==> src/rtl/spi_cmd_slave.sv <==
module spi_cmd_slave #(
  parameter int W    = 8,
  parameter int NREG = 8
) (
  input  logic         clk,
  input  logic         rst_n,
  input  logic         sclk,
  input  logic         cs_n,
  input  logic         mosi,
  output logic         miso,
  input  logic         load_valid,
  input  logic [W-1:0] load_data,
  output logic         data_ready
);
  localparam int AW = $clog2(NREG);
  localparam int CW = $clog2(W);
  localparam logic [CW-1:0] LAST = CW'(W - 1);

  logic [2:0] sck_p, csn_p;
  logic [1:0] mosi_p;
  logic [CW-1:0] cnt;
  logic [1:0] phase;
  logic cmd_rd, arm, got2, ovf;
  logic [AW-1:0] cmd_a;
  logic [W-2:0] rx;
  logic [W-1:0] tx, nxt;
  logic [W-1:0] regs [NREG];

  wire cs_fe  = csn_p[2] & ~csn_p[1];
  wire cs_re  = ~csn_p[2] & csn_p[1];
  wire on     = ~csn_p[1] & ~csn_p[2];
  wire rise   = on & sck_p[1] & ~sck_p[2];
  wire fall   = on & ~sck_p[1] & sck_p[2];
  wire [W-1:0] rx_full = {rx, mosi_p[1]};
  wire [AW-1:0] rx_a   = rx_full[AW-1:0];

  assign miso = on ? tx[W-1] : 1'b0;

  always_ff @(posedge clk or negedge rst_n) begin
    if (!rst_n) begin
      sck_p  <= '0;
      csn_p  <= '1;
      mosi_p <= '0;
    end else begin
      sck_p  <= {sck_p[1:0], sclk};
      csn_p  <= {csn_p[1:0], cs_n};
      mosi_p <= {mosi_p[0], mosi};
    end
  end

  always_ff @(posedge clk or negedge rst_n) begin
    if (!rst_n) begin
      cnt <= '0; phase <= '0; cmd_rd <= 1'b0; cmd_a <= '0;
      rx <= '0; tx <= '0; nxt <= '0;
      arm <= 1'b0; got2 <= 1'b0; data_ready <= 1'b0; ovf <= 1'b0;
      for (int i = 0; i < NREG; i++) regs[i] <= '0;
    end else begin
      if (cs_fe) begin
        cnt   <= '0;
        phase <= '0;
        got2  <= 1'b0;
        arm   <= 1'b0;
        tx    <= {data_ready, {(W-2){1'b0}}, ovf};
      end else if (rise) begin
        rx  <= rx_full[W-2:0];
        cnt <= (cnt == LAST) ? '0 : cnt + 1'b1;
        if (cnt == LAST) begin
          case (phase)
            2'd0: begin
              cmd_rd <= rx_full[W-1];
              cmd_a  <= rx_a;
              nxt    <= regs[rx_a];
              arm    <= rx_full[W-1] && (rx_a == '0);
              phase  <= 2'd1;
            end
            2'd1: begin
              if (!cmd_rd && cmd_a != '0) regs[cmd_a] <= rx_full;
              got2  <= 1'b1;
              nxt   <= '0;
              phase <= 2'd2;
            end
            default: nxt <= '0;
          endcase
        end
      end else if (fall) begin
        tx <= (cnt == '0) ? nxt : {tx[W-2:0], 1'b0};
      end

      if (load_valid) begin
        regs[0]    <= load_data;
        ovf        <= ovf | data_ready;
        data_ready <= 1'b1;
        arm        <= 1'b0;
      end else if (cs_re && arm && got2) begin
        data_ready <= 1'b0;
        ovf        <= 1'b0;
      end
    end
  end


  ovf_needs_ready_chk: assert property (@(posedge clk) disable iff (!rst_n)
    ovf |-> data_ready);


  ovf_rise_cause_chk: assert property (@(posedge clk) disable iff (!rst_n)
    $rose(ovf) |-> $past(load_valid && data_ready));


  ready_rise_cause_chk: assert property (@(posedge clk) disable iff (!rst_n)
    $rose(data_ready) |-> $past(load_valid));


  ready_fall_cause_chk: assert property (@(posedge clk) disable iff (!rst_n)
    $fell(data_ready) |-> $past(cs_re && !load_valid));


  miso_hold_chk: assert property (@(posedge clk) disable iff (!rst_n)
    (on && $past(on) && !$past(fall)) |-> $stable(miso));
endmodule

==> config.mk <==
export PLATFORM = sky130hd
export DESIGN_NAME = spi_cmd_slave
export DESIGN_NICKNAME = d
export VERILOG_FILES = /design/src/rtl/spi_cmd_slave.sv
export SDC_FILE = /design/constraint.sdc
export NUM_CORES = 1
export LEC_CHECK = 0
export ABC_AREA = 1
export BUFFER_PORTS_ARGS = -buffer_cell sky130_fd_sc_hd__buf_2
export CORE_UTILIZATION = 30
export CTS_CLUSTER_SIZE = 14
export DETAILED_ROUTE_END_ITERATION = 8
export SETUP_SLACK_MARGIN = 0.5
export SYNTH_ARGS = -nofsm -noshare
export SYNTH_HDL_FRONTEND = slang
export SYNTH_SLANG_ARGS = --single-unit
==> constraint.sdc <==
create_clock -name clk -period 1.8 [get_ports clk]
set_input_delay 0.36 -clock clk [delete_from_list [all_inputs] [get_ports clk]]
set_output_delay 0.36 -clock clk [all_outputs]
set_load 0.05 [all_outputs]
==> flow_metrics.py <==
metrics = {
    "cells_and_area": {
        "insertedDiodeCount": 0,
        "area_growth_pct": 32.7,
        "most-common-layout-cells": "nand2_1 (229), dfrtp_1 (102), inv_1 (71)",
        "drive_above_1_share_pct": 31.7,
        "mostFrequentLayoutCell": "nand2_1",
        "finalNetCount": 737,
    },
    "place": {
        "gpl.final_weighted_congestion": 0.801,
        "place_hpwl_um": 8810,
        "placement.io_buffers": 15,
    },
    "clocking": {
        "cts_made_buffers": 9,
        "insertion_delay_ns": 0.36,
        "numClockSinks": 108,
        "ctsHtreeMaxLevel": 3,
        "clk_transition_reported_paths_ns": 0.08,
        "cts.root.buffer_cell": "clkbuf_16",
        "cts_tree": "built",
        "cts_buffer_depth": 2,
    },
    "worst_setup_path": {
        "worst-path-buf-inv": 2,
        "r2r-end": "regs[44]",
        "worst_path_largest_cell_delay_ns": 0.55,
        "crit_path_end": "miso",
        "ff2ff_path_depth": 8,
        "worst_ep_required_time_ns": 1.44,
        "cp_slowest_cell": "dfstp_2",
        "kind_of_start_point_of_the_critical_path": "flip-flop",
        "rr_startpoint": "cnt[1]",
        "setup.reg_to_reg.worst_slack_ns": 0.28,
        "critical_path.startpoint": "csn_p[2]",
        "worst-endpoint-arrival_ns": 1.21,
        "maximum_fanout_along_the_worst_path": 2,
        "cp_cell_sequence": "inv_2 > nand2_4 > nor2_2 > buf_6",
        "path_depth": 4,
        "critical_path.top_delay_family": "flip-flops",
        "critPathCaptureType": "output pin",
        "critical_path_class": "flip-flop to output pin",
    },
    "synth": {
        "synth.net_count": 685,
        "synth.yosys.seq_area_share_pct": 50.5,
        "netlist_area_mm2": 0.00536,
        "post_synth.cell_area_avg_um2": 8.02,
        "synthFlopType": "dfrtp_1",
        "synth_cell_types": 25,
        "synth_edf_count": 0,
        "netlist_instances": 668,
        "yosys_warnings": 0,
        "post_synth_main_area_contributors": "dfrtp_1 (49%), nand2_1 (18%), nand3_1 (9.7%)",
        "synth-seq-cells": 108,
        "synth_top_area_cell": "dfrtp_1",
        "async_reset_ff_share_pct": 100,
        "synth_top_cell_area_share_pct": 49.0,
    },
    "route": {
        "drcViolationCount": 0,
        "met1_length_um": 6850,
        "route.met3.wl_um": 675,
        "detailedRoute.firstPassIterationCount": 5,
        "highest_layer": "met4",
        "detail_route.vias_per_cell": 4.77,
        "post_drt_wl_per_cell_um": 15.6,
        "drt_total_wl_um": 14900,
        "drt.antenna.violating_nets": 0,
        "dr.first_iter.drc_count": 328,
        "routed-via-count": 4535,
        "detailroute.wirelength.met2_um": 7170,
    },
    "floorplan": {
        "core_region_area_mm2": 0.0174,
        "boundaryPins": 16,
        "dieArea_mm2": 0.0184,
        "die_x_um": 136,
        "die_height_um": 136,
        "rows": 48,
        "initial_utilization_pct": 30.9,
    },
    "global_routing": {
        "grt_remaining_overflow": 0,
        "global_route_wire_length_before_repair_um": 23500,
        "grt_pass1_vias": 4512,
        "grt_start_max_net_pins": 44,
        "number_of_antenna_violations_at_the_first_check_in_global_routing": 0,
        "globalRouteTotalUtil_pct": 16.8,
    },
    "power": {
        "p_per_area_mw_per_mm2": 736,
        "p_leak_nw": 3.39,
        "ir_drop_v": 0.000487,
        "total_power_w": 0.00524,
    },
    "timing": {
        "max_clock_freq_mhz": 639,
        "final-max-slew-violation-count": 0,
        "fin_skew_ns": 0.0120,
        "fin_tns_setup_ns": 0,
        "timing.final.crit_share_pct": 87.0,
        "finalHoldViolCount": 0,
        "finalSetupViolCount": 0,
        "worstMarginPinSlew_ns": 0.628,
        "rsz0062_at_grt": "true",
        "final_period_demand_of_the_worst_path_ns": 1.57,
        "timing.slew.headroom_pct": 58.1,
    },
    "hold_path": {
        "min_from": "cs_n",
        "min_path_type": "primary input to flip-flop",
    },
    "job": {
        "maxCapViolCount": 0,
    },
    "outcome": {
        "outcome": "finished, final reports clean",
    },
}
[synthesized netlist by cell type, types with 2 or more instances]
cell	number
ha_1	3
buf_6	7
nand3_4	7
o21ai_0	40
nor2_8	4
nand2_1	252
nand3_1	104
dfrtp_1	105
nor2_2	7
nand3_2	10
clkbuf_1	18
nor2_1	5
dfstp_2	3
inv_1	72
a21oi_1	2
buf_2	5
inv_2	8
clkinv_1	2
o22ai_1	6
nand2_2	3
[metal layers]
metal	global-route usage, %	vias up
li1	-	2207
met1	22.2	2222
met2	27.4	94
met3	3.63	12
met4	5.37	0
met5	0	-
[area by class of cell]
cell class | instances | area (um^2)
Fill cell | 1715 | 10200
Sequential cell | 108 | 2710
Multi-Input combinational cell | 448 | 2700
Timing Repair Buffer | 71 | 822
Inverter | 82 | 317
Tap cell | 225 | 282
Clock buffer | 12 | 256
Clock inverter | 4 | 33.8
[per-stage QoR]
step,std cells,setup WS [ns],area [um^2],utilization (%),hold slack [ns]
final,950,0.234,7120,41.0,0.0879
after global routing,950,0.186,7120,41.0,0.0767
after CTS,938,0.225,6690,38.6,0.0774
after detailed placement,900,0.235,6030,34.7,0.326
after global placement,900,0.269,6030,34.7,0.329
after floorplan,668,0.463,5600,-,0.0644
[repair_timing]
action / 4_1_cts / 5_1_grt
setup endpoints to repair: 85 / 90
pin swaps: 23 / 39
gates resized for setup: 47 / 60
hold endpoints to repair: 24 / 0
hold buffers: 1 / 0
gates cloned: 4 / 6
buffers inserted: 17 / 6
[kinds of logic (layout without fill, tap and decap cells)]
| family | after synthesis | after routing | synth area share, % |
|---|---|---|---|
| AND/OR/NAND/NOR | 395 | 396 | 35.0 |
| AO/OA/AOI/OAI | 49 | 49 | 4.76 |
| buffers and inverters | 113 | 169 | 9.01 |
| adder cells (fa/ha/maj) | 3 | 3 | 0.700 |
| flip-flops | 108 | 108 | 50.5 |
[registers in the layout, summed over array words and instances, names as in the netlist]
signal / cells
regs: 64
nxt: 8
tx: 8
rx: 7
cmd_a: 3
cnt: 3
csn_p: 3
sck_p: 3
mosi_p: 2
phase: 2
arm: 1
cmd_rd: 1
data_ready: 1
got2: 1
ovf: 1
[power breakdown]
part           switching (W)  leakage (nW)  internal, W  total (W)
clock               0.000935         0.139      0.00102    0.00196
sequential          0.000112          1.46      0.00250    0.00261
combinational       0.000473          1.79     0.000199   0.000671
total                0.00152          3.39      0.00372    0.00524
[worst min path at each step]
stage / to / cells after the start
final: csn_p[0] / 1
after global routing: csn_p[0] / 1
after CTS: csn_p[0] / 1
after detailed placement: regs[50] / 1
after global placement: regs[50] / 1
after floorplan: arm / 0
No activity file was read; power rests on OpenSTA's default activity.
